<file path="config.mk">
export PLATFORM = sky130hd
export DESIGN_NAME = mdio_paged_bridge
export DESIGN_NICKNAME = d
export VERILOG_FILES = /design/src/rtl/mdio_paged_bridge.sv
export SDC_FILE = /design/constraint.sdc
export NUM_CORES = 1
export LEC_CHECK = 0
export BUFFER_PORTS_ARGS = -buffer_cell sky130_fd_sc_hd__buf_2
export CORE_MARGIN = 1
export CORE_UTILIZATION = 63
export DETAILED_ROUTE_END_ITERATION = 10
export PLACE_DENSITY = 0.92
export SLEW_MARGIN = 40
export SYNTH_ARGS = -nofsm -noshare
export SYNTH_HDL_FRONTEND = slang
export SYNTH_SLANG_ARGS = --single-unit
</file>
<file path="constraint.sdc">
create_clock -name clk -period 5.4 [get_ports clk]
set_input_delay 0 -clock clk [delete_from_list [all_inputs] [get_ports clk]]
set_output_delay 0 -clock clk [all_outputs]
set_load 0.02 [all_outputs]
</file>
<file path="src/rtl/mdio_paged_bridge.sv">
module mdio_paged_bridge #(
  parameter int PAGE_W = 10
) (
  input  logic                clk,
  input  logic                rst_n,
  input  logic                mdc,
  input  logic                mdio_in,
  output logic                mdio_out,
  output logic                mdio_oe,
  output logic [PAGE_W+8:0]   reg_addr,
  output logic [31:0]         reg_wdata,
  output logic                reg_we,
  output logic                reg_re,
  input  logic [31:0]         reg_rdata
);
  localparam int WW = PAGE_W + 7;
  localparam logic [1:0] MODE_PAGE = 2'd3;
  localparam logic [1:0] MODE_REG  = 2'd2;
  localparam logic [1:0] OP_RD = 2'b10;
  localparam logic [1:0] OP_WR = 2'b01;

  logic [2:0]        mdc_p;
  logic [1:0]        dio_p;
  logic              busy, fr_ok, fr_rd, drive, cur_h;
  logic [5:0]        cnt;
  logic [13:0]       hdr;
  logic [15:0]       wsh, resp, hold, cap;
  logic [1:0]        mode;
  logic [PAGE_W-1:0] page;
  logic [WW-1:0]     cur_w, hold_w, cap_w;
  logic              hold_v, cap_v;

  always_ff @(posedge clk or negedge rst_n)
    if (!rst_n) begin
      mdc_p <= '0;
      dio_p <= '1;
    end else begin
      mdc_p <= {mdc_p[1:0], mdc};
      dio_p <= {dio_p[0], mdio_in};
    end

  wire rise = mdc_p[1] & ~mdc_p[2];
  wire fall = ~mdc_p[1] & mdc_p[2];
  wire din  = dio_p[1];

  wire [13:0]   hdr_n  = {hdr[12:0], din};
  wire [1:0]    f_st   = hdr_n[13:12];
  wire [1:0]    f_op   = hdr_n[11:10];
  wire [4:0]    f_phy  = hdr_n[9:5];
  wire [4:0]    f_reg  = hdr_n[4:0];
  wire          f_ok   = (f_st == 2'b01) && (f_op == OP_RD || f_op == OP_WR);
  wire [WW-1:0] f_word = {page, f_phy[2:0], f_reg[4:1]};
  wire          f_ans  = f_ok && (f_op == OP_RD) && (f_phy[4:3] == MODE_REG);
  wire          f_hit  = f_reg[0] && cap_v && (cap_w == f_word);
  wire [15:0]   wd_n   = {wsh[14:0], din};
  wire [5:0]    bsel   = 6'd31 - cnt;

  always_ff @(posedge clk or negedge rst_n)
    if (!rst_n) begin
      busy <= 1'b0; cnt <= '0; hdr <= '0; wsh <= '0;
      fr_ok <= 1'b0; fr_rd <= 1'b0; drive <= 1'b0; cur_h <= 1'b0;
      mode <= '0; cur_w <= '0; page <= '0;
      resp <= '0; hold <= '0; hold_w <= '0; hold_v <= 1'b0;
      cap <= '0; cap_w <= '0; cap_v <= 1'b0;
      reg_addr <= '0; reg_wdata <= '0; reg_we <= 1'b0; reg_re <= 1'b0;
      mdio_out <= 1'b0; mdio_oe <= 1'b0;
    end else begin
      reg_we <= 1'b0;
      reg_re <= 1'b0;
      if (reg_re) begin
        if (!cur_h) begin
          resp  <= reg_rdata[15:0];
          cap   <= reg_rdata[31:16];
          cap_w <= cur_w;
          cap_v <= 1'b1;
        end else begin
          resp  <= reg_rdata[31:16];
          cap_v <= 1'b0;
        end
      end
      if (rise) begin
        wsh <= wd_n;
        if (!busy) begin
          if (!din) begin
            busy <= 1'b1;
            cnt  <= 6'd1;
            hdr  <= '0;
          end
        end else if (cnt != 6'd32) begin
          hdr <= hdr_n;
          cnt <= cnt + 6'd1;
          if (cnt == 6'd13) begin
            fr_ok <= f_ok;
            fr_rd <= (f_op == OP_RD);
            mode  <= f_phy[4:3];
            cur_w <= f_word;
            cur_h <= f_reg[0];
            drive <= f_ans;
            if (f_ans) begin
              if (f_hit) begin
                resp  <= cap;
                cap_v <= 1'b0;
              end else begin
                reg_re   <= 1'b1;
                reg_addr <= {f_word, 2'b00};
              end
            end
          end
          if (cnt == 6'd31 && fr_ok && !fr_rd) begin
            if (mode == MODE_PAGE)
              page <= wd_n[PAGE_W-1:0];
            else if (mode == MODE_REG) begin
              if (cur_h) begin
                hold   <= wd_n;
                hold_w <= cur_w;
                hold_v <= 1'b1;
              end else if (hold_v && hold_w == cur_w) begin
                reg_we    <= 1'b1;
                reg_addr  <= {cur_w, 2'b00};
                reg_wdata <= {hold, wd_n};
                hold_v    <= 1'b0;
              end
            end
          end
        end
      end
      if (fall && busy) begin
        if (cnt == 6'd32) begin
          busy    <= 1'b0;
          drive   <= 1'b0;
          mdio_oe <= 1'b0;
        end else if (drive && cnt == 6'd15) begin
          mdio_oe  <= 1'b1;
          mdio_out <= 1'b0;
        end else if (drive && cnt >= 6'd16) begin
          mdio_out <= resp[bsel[3:0]];
        end
      end
    end
endmodule


</file>
Word-level counts from Yosys, hierarchy flattened --
Index checks and enable logic that the tools add are counted.
Word-level totals: register bits 212, bits of input ports 36, word-level logic and storage cells 141
Operators by class: add/subtract/negate cells 2, $lt $le $gt $ge 2, eq/ne operators 15, multiplexer cells 63, bitwise operators 7, reduce and logical (&&, ||, !) cells 26
Operators by type and width (number):
- 2-to-1 mux 19 bit | 8
- 2-to-1 mux 16 bit | 8
- 2-to-1 mux 1 bit | 40
- 2-to-1 mux 13 bit | 3
- equality test 17 bit | 2
- 2-to-1 mux 6 bit | 3
- AND reduction 7 bit | 2
- equality test 6 x 4 -> 1 bit, second input constant | 2
- logical AND 1 bit | 11
- AND reduction 3 bit | 3
- equality test 2 bit, second input constant | 4
- AND reduction 8 bit | 1
- adder 6 x 1 -> 6 bit, second input constant | 1
- equality test 6 x 5 -> 1 bit, second input constant | 1
- equality test 6 bit, second input constant | 1
- greater-or-equal comparator 6 x 5 -> 1 bit, second input constant | 1
- inequality test 6 bit, second input constant | 1
- nonzero test 2 bit | 3
- < comparator 4 x 5 -> 1 bit, second input constant | 1
- NOT 1 bit | 5
- AND reduction 5 bit | 1
- binary-select mux 1 bit (select 4 bit) | 1
- equality test 2 x 1 -> 1 bit, second input constant | 2
- inequality test 2 x 1 -> 1 bit, second input constant | 2
- other kinds (6) | 8

Logic depth before layout (Yosys ltp) --
Gate-level depths: netlist (run 1).
depth in word-level cells 12, mapped depth 12

Worst setup path before layout (run 1) --
OpenSTA, ideal clock, no wires.
path kind register to register, from reg cnt[1], to reg reg_addr[10], setup time 73 ps, arrival 2517 ps, data required time 5327 ps, slack 2809 ps, cell stages (with the launch flop) 13, buffers on the path 4, cells stage by stage dfrtp_1 > clkbuf_1 > inv_1 > ha_1 > nand4_1 > or3_1 > buf_2 > or4_4 > a31o_1 > and2_1 > buf_6 > buf_6 > a21oi_2
Between the ends: cells in the longest elaborated chain, start to end 7, elaborated cells between the ends (all ways) 12, classes of those cells eq/ne (3); mux (6); reduce/logical (3)
RTL lines:
- start, declared | RTL line 25 | logic [5:0] cnt;
- start signal, assigned | RTL line 91 | cnt <= cnt + 6'd1;
- equality test 6 x 4 -> 1 bit | RTL line 92 | if (cnt == 6'd13) begin
- 2-to-1 mux 19 bit | RTL line 92
- 2-to-1 mux 19 bit | RTL line 117 | end else if (hold_v && hold_w == cur_w) begin
- 2-to-1 mux 19 bit | RTL line 113 | if (cur_h) begin
- 2-to-1 mux 19 bit | RTL line 112 | else if (mode == MODE_REG) begin
- 2-to-1 mux 19 bit | RTL line 110 | if (mode == MODE_PAGE)
- 2-to-1 mux 19 bit | RTL line 109 | if (cnt == 6'd31 && fr_ok && !fr_rd) begin
- end signal, assigned | RTL line 105 | reg_addr <= {f_word, 2'b00};
- end signal, assigned | RTL line 119 | reg_addr <= {cur_w, 2'b00};
- end, declared | RTL line 10 | output logic [PAGE_W+8:0] reg_addr,
Parallel ways exist; a longest one is shown, timed or not. A chain may end at the register's enable or synchronous reset.

Final worst setup path (run 1) --
from reg mdc_p[2], to reg reg_addr[2]
Between the ends: cells in the longest elaborated chain, start to end 3
RTL lines:
- start, declared | RTL line 22 | logic [2:0] mdc_p;
- start signal, assigned | RTL line 38 | mdc_p <= {mdc_p[1:0], mdc};
- NOT 1 bit | RTL line 42 | wire rise = mdc_p[1] & ~mdc_p[2];
- AND 1 bit | RTL line 42
- AND reduction 3 bit (no source line)
Every way passes these cells.

==> metrics.md, run 1 <==
| Metric | Value |
|---|---|
| Core area | `13900 um2` |
| Later-pin clock latency in the skew report | `0.50 ns` |
| Row cnt | `43` |
| Post-synth EDFFs | `0` |
| Synth Area per Inst | `11.4 um2` |
| GRT Overall Usage | `32.5%` |
| Top-count cell post-synth | `dfrtp_1` |
| Post-route cell area | `10600 um2` |
| Hold Crit Class | `input port to flip-flop` |
| Largest net degree at the start of global routing | `83` |
| Post-Route WL | `22.8 mm` |
| Port Buffers | `90` |
| Critical Path Source Type | `flip-flop` |
| Mapped Nets | `832` |
| Prevailing post-synth register cell | `dfrtp_1` |
| Root Driver | `clkbuf_16` |
| Routed Antenna Nets | `0` |
| Max Clock Freq | `271 MHz` |
| DPL Wire Length | `12.7 mm` |
| Mapped Cells | `792` |
| Async SR Flop Fraction | `100%` |
| CTS resizes | `0` |
| Die ar. | `14800 um2` |
| Synth warn | `0` |
| Final setup violation count | `0` |
| Worst Path Arrival | `4.10 ns` |
| Power Density | `327 nW/um2` |
| Vias in the first global route | `6981` |
| Vias per cell | `6.14` |
| Setup TNS | `0 ns` |
| Sequential Area | `5310 um2` |
| Post-synthesis sequential area ratio | `58.9%` |
| Htree depth | `1` |
| CTS clock-pin slew for the worst setup and hold paths | `0.06 ns` |
| CTS tree | `yes` |
| Area of the multi-input gates | `3430 um2` |
| N_diodes | `0` |
| Layout cells sized above 1 | `27.3%` |
| Placed inst area | `9610 um2` |
| Clock sink count | `212` |
| Post-Syn Area | `9010 um2` |
| Tmin final | `3.69 ns` |
| Avg WL per Cell | `20.7 um` |
| Slew @ Worst Pin | `0.800 ns` |
| DRC errors left | `0` |
| Peak supply drop | `0.287 mV` |
| Fin crit share | `68.3%` |
| Layout area overhead | `18.1%` |
| DRT iter0 DRCs | `701` |
| Hold_ws | `0.0720 ns` |
| Antenna violations before repair | `0` |
| Leading area contributor after synthesis | `dfrtp_1` |
| Synth top cells by count | `dfrtp_1, nand2_1, mux2_2` |
| Post-layout net count | `947` |
| LEAKAGE | `0.00544 uW` |
| Synth top area share | `58.3%` |
| Area contributors post-synth | `dfrtp_1, mux2_2, nand2_1` |
| Final Worst Setup Slack | `1.71 ns` |
| Remaining Overflow, GRT | `0` |
| Clock Skews | `0.0143 ns` |
| Place WS | `1.66 ns` |
| Chip width | `122 um` |
| Critical Path RT | `5.81 ns` |
| Max clock buf depth | `3` |
| Layout fillers | `778` |
| Distinct cells, synth | `45` |
| Detailed Routing Iterations Pass 1 | `5` |
| Chip height | `122 um` |
| Critical path endpoint category | `flip-flop` |
| Status | `complete, no violations` |
| Starting Density | `64.7%` |
| GP Congestion | `0.834` |
| Fin. Hold Viols | `0` |
| Slew Viols, Final | `0` |
| # IOs | `91` |
| Routed via count | `6768` |
| Max_slew headroom | `46.6%` |
| WS Path Type | `flip-flop to flip-flop` |
| Crit path max fanout | `26` |
| CTS Buf Count | `22` |
| Max-cap violation count | `0` |
| #FFs+latches synth | `212` |
| First-pass GRT wire length | `36.8 mm` |
| R2R setup slack | `1.71 ns` |
| RSZ-0062 raised after global routing | `false` |
sequential cells by signal (all words and copies together) (netlist names), 2 cells and up:
signal / cells
hold: 16
reg_wdata: 32
page: 10
cnt: 6
dio_p: 2
hdr: 13
hold_w: 17
reg_addr: 19
cur_w: 17
mode: 2
resp: 16
mdc_p: 3
wsh: 15
cap_w: 17
cap: 16
power by group:
group,switching (uW),total (uW),leakage (uW),internal (uW)
clock network,611,1500,0.000343,884
logic,140,250,0.00225,110
registers,95.6,1730,0.00285,1640
cell families (layout without fill, tap and decap cells):
kind of cell,after synthesis,after routing,share of synthesized area [%]
simple gates,255,255,12.1
flops,212,212,58.9
mux,116,116,14.9
compound gates,103,103,7.12
buf+inv,68,198,3.12
xor+xnor,34,34,3.30
fa+ha+maj,4,4,0.555
what timing repair did:
| action | in CTS | in global routing |
|---|---|---|
| hold endpoints to repair | 111 | 0 |
| setup buffers | 0 | 0 |
| hold buffers | 32 | 0 |
per-stage QoR:
| step | instances | total power, uW | utilization, % |
|---|---|---|---|
| detailed placement | 1031 | 1970 | 68.9 |
| floorplan | 792 | 1880 | - |
| global route | 1102 | 3580 | 76.4 |
| CTS | 1102 | 3460 | 76.3 |
| global placement | 1031 | 1960 | 68.9 |
| finish | 1102 | 3480 | 76.4 |
metal layers:
metal | vias to the layer above | part of all wire (%) | global-route usage, %
li1 | 2934 | - | -
met1 | 3384 | 38 | 42.2
met2 | 354 | 51 | 54.2
met3 | 96 | 7.3 | 6.55
met4 | 0 | 3.9 | 12.6
met5 | - | 0 | 0
worst paths after layout:
| path | end | cells after the start | start |
|---|---|---|---|
| max | reg_addr[2] | 6 | mdc_p[2] |
| min | resp[1] | 5 | reg_rdata[1] |
| max reg2reg | reg_addr[2] | 6 | mdc_p[2] |
| min reg2reg | mdc_p[1] | 0 | mdc_p[0] |
| max in group asynchronous | reg_we | 3 | rst_n |
| min in group asynchronous | hold[5] | 2 | rst_n |
cell usage in the layout (no fill, tap or decap), drive strengths merged, types with 2 or more instances in the layout:
cell,n
clkinvlp,2
ha,4
nand3b,4
mux2,94
and3,4
xnor2,17
nand4,5
inv,25
dfstp,2
nand2,173
o21ai,30
nand3,8
nor3,7
nor2b,2
nor4,10
xor2,17
o22ai,17
clkbuf,35
clkinv,3
dlygate4sd3,32
mux4,5
buf,100
dfrtp,210
a21oi,37
mux2i,17
a22o,12
nand2b,2
nor2,32
layout make-up:
class	count	share of cell area (%)
Clock inverter	5	0.517
Clock buffer	34	6.17
Inverter	26	0.917
Timing Repair Buffer	133	8.17
Multi-Input combinational cell	512	32.3
Tap cell	180	2.12
Sequential cell	212	49.9
worst max-delay path, stage by stage (launching register included):
cell	delay (ns)
dfrtp_1	0.42
nand2b_1	0.53
or3_2	0.95
or4_4	0.63
a31o_2	0.40
and2_2	0.41
a21oi_1	0.26
Power figures use the tool's default switching activity.
==> inputs of run 2 (changes only) <==
Settings changed: CORE_UTILIZATION 63 to 53, PLACE_DENSITY 0.92 to 0.84.
Clock period 5.4 ns to 3.05 ns, I/O delays scaled along.
==> run 2 against run 1 <==
Wire length fell by 9.4%. Power rose by 74%. Via count fell by 5.8%. Largest cell class unchanged. Flip-flop and latch count did not move. Sequential power rose by 77%. Hold slack got worse by 0.037 ns. Combinational power rose by 88%.
==> metrics.md, run 2 (synthesized netlist as in run 1, its figures left out) <==
| Metric | Value |
|---|---|
| Status | `complete, no violations` |
| Slew @ Worst Pin | `0.758 ns` |
| Chip width | `132 um` |
| Crit path max fanout | `32` |
| Routed Antenna Nets | `0` |
| GR Util met1 | `31.9%` |
| Clock Skews | `0.0107 ns` |
| Row cnt | `47` |
| Setup bufs post-CTS | `0` |
| Sequential Area | `5310 um2` |
| Fin crit share | `87.0%` |
| GP Congestion | `0.899` |
| Layout area overhead | `19.5%` |
| Core area | `16600 um2` |
| Largest register FFs | `32` |
| Fin. Hold Viols | `0` |
| Critical Path Source Type | `flip-flop` |
| Crit path top cell by count | `buf_4` |
| DRT iter0 DRCs | `520` |
| Remaining Overflow, GRT | `0` |
| Biggest register | `reg_wdata` |
| Chip height | `132 um` |
| Max_slew headroom | `49.2%` |
| Commonest non-fill, non-tap cell in the layout | `dfrtp_1` |
| Setup TNS | `0 ns` |
| Detailed Routing Iterations Pass 1 | `5` |
| Htree depth | `1` |
| # IOs | `91` |
| First-pass GRT wire length | `34.2 mm` |
| Tmin final | `2.65 ns` |
| CTS Buf Count | `22` |
| Max clock buf depth | `3` |
| Layout cells sized above 1 | `27.7%` |
| Hold Crit Class | `input port to flip-flop` |
| DRC errors left | `0` |
| CTS resizes | `0` |
| M2 GR Usage | `42.8%` |
| Largest net degree at the start of global routing | `123` |
| Critical path endpoint category | `flip-flop` |
| WS Path Type | `flip-flop to flip-flop` |
| Area of the multi-input gates | `3440 um2` |
| RSZ-0062 raised after global routing | `false` |
| Final setup violation count | `0` |
| Antenna violations before repair | `0` |
| Avg WL per Cell | `18.0 um` |
| Clock sink count | `212` |
| Later-pin clock latency in the skew report | `0.50 ns` |
| Busiest grt layer | `met2` |
| Post-layout net count | `958` |
| Power Density | `563 nW/um2` |
| Starting Density | `54.3%` |
| GRT Overall Usage | `24.7%` |
| Critical Path RT | `3.42 ns` |
| Post-Route WL | `20.7 mm` |
| Max-cap violation count | `0` |
| Port Buffers | `90` |
| Vias in the first global route | `6650` |
| Bufs and invs on worst path | `3` |
| CTS tree | `yes` |
| Hold_ws | `0.0355 ns` |
| Largest regs | `reg_wdata x32, reg_addr x19` |
| Slowest-stage cell, CP | `dfrtp_1` |
| Routing usage on met3 | `4.31%` |
| Layout fillers | `1219` |
| Die ar. | `17500 um2` |
| Vias per cell | `5.54` |
| N_diodes | `0` |
| Root Driver | `clkbuf_16` |
| LEAKAGE | `0.00549 uW` |
| Worst stage delay on the critical path | `0.49 ns` |
| Most frequent cells in the layout | `dfrtp_1, nand2_1, mux2_2, buf_2, dlygate4sd3_1` |
| Slew Viols, Final | `0` |
| Delay-heaviest family, CP | `simple AND/OR/NAND/NOR gates` |
| CP cell instances | `inv_1 > ha_1 > nand4bb_1 > o211ai_1 > buf_4 > nor4_1 > nand3_2 > buf_4 > mux2_2` |
| DPL Wire Length | `12.8 mm` |
| Peak supply drop | `0.467 mV` |
| Max Clock Freq | `377 MHz` |
| Routed via count | `6373` |
| Worst Path Arrival | `3.03 ns` |
| CTS clock-pin slew for the worst setup and hold paths | `0.06 ns` |
## run 2: cell count changes in the layout (fill, tap and decap cells not counted), sizes merged
cell	before	now
dlygate4sd3	32	34
clkinv	3	4
buf	100	109
clkinvlp	2	0
bufinv	1	0
## run 2: metrics by stage
step | cell area [um2] | setup slack [ns] | utilization, % | power [uW] | std cells
floorplan | 9010 | 0.459 | - | 3320 | 792
global placement | 9730 | 0.482 | 58.7 | 3510 | 1080
detailed placement | 9750 | 0.525 | 58.8 | 3530 | 1080
CTS | 10800 | 0.401 | 65.0 | 6080 | 1151
global route | 10800 | 0.201 | 65.0 | 6270 | 1151
finish | 10800 | 0.395 | 65.0 | 6060 | 1151
## run 2: repair_timing
item                       4_1_cts  5_1_grt
hold buffers                    34        0
setup endpoints to repair        0        0
hold endpoints to repair       152        0
## run 2: layout make-up
| class | instances | area share, % |
|---|---|---|
| Sequential cell | 212 | 49.3 |
| Multi-Input combinational cell | 512 | 31.9 |
| Timing Repair Buffer | 144 | 9.04 |
| Clock buffer | 34 | 6.19 |
| Tap cell | 220 | 2.56 |
| Inverter | 26 | 0.906 |
| Clock inverter | 3 | 0.139 |
## run 2: metal layers
| metal | vias to the layer above | part of all wire, % |
|---|---|---|
| met4 | 0 | 2.3 |
| met1 | 3210 | 41 |
| met3 | 34 | 5.0 |
| li1 | 2941 | - |
| met5 | - | 0 |
| met2 | 188 | 52 |
## run 2: worst reg2reg max path, stage by stage, from the launching register on
cell,delay [ns]
dfrtp_1,0.49
inv_1,0.08
ha_1,0.21
nand4bb_1,0.15
o211ai_1,0.12
buf_4,0.20
nor4_1,0.45
nand3_2,0.17
buf_4,0.32
mux2_2,0.34
## run 2: worst paths after layout
kind                       slack [ns]     startpoint       endpoint  cells after the start
setup / recovery                 0.40         cnt[0]  reg_wdata[28]                      9
hold / removal                   0.04  reg_rdata[11]       resp[11]                      5
setup reg to reg                 0.40         cnt[0]  reg_wdata[28]                      9
hold reg to reg                  0.36       dio_p[0]       dio_p[1]                      0
max in group asynchronous        2.23          rst_n       dio_p[1]                      3
min in group asynchronous        0.05          rst_n  reg_wdata[24]                      2
## run 2: power breakdown
| part | leakage (uW) | switching [uW] | internal (uW) |
|---|---|---|---|
| logic | 0.00231 | 256 | 216 |
| clock network | 0.000338 | 1040 | 1490 |
| registers | 0.00285 | 157 | 2900 |
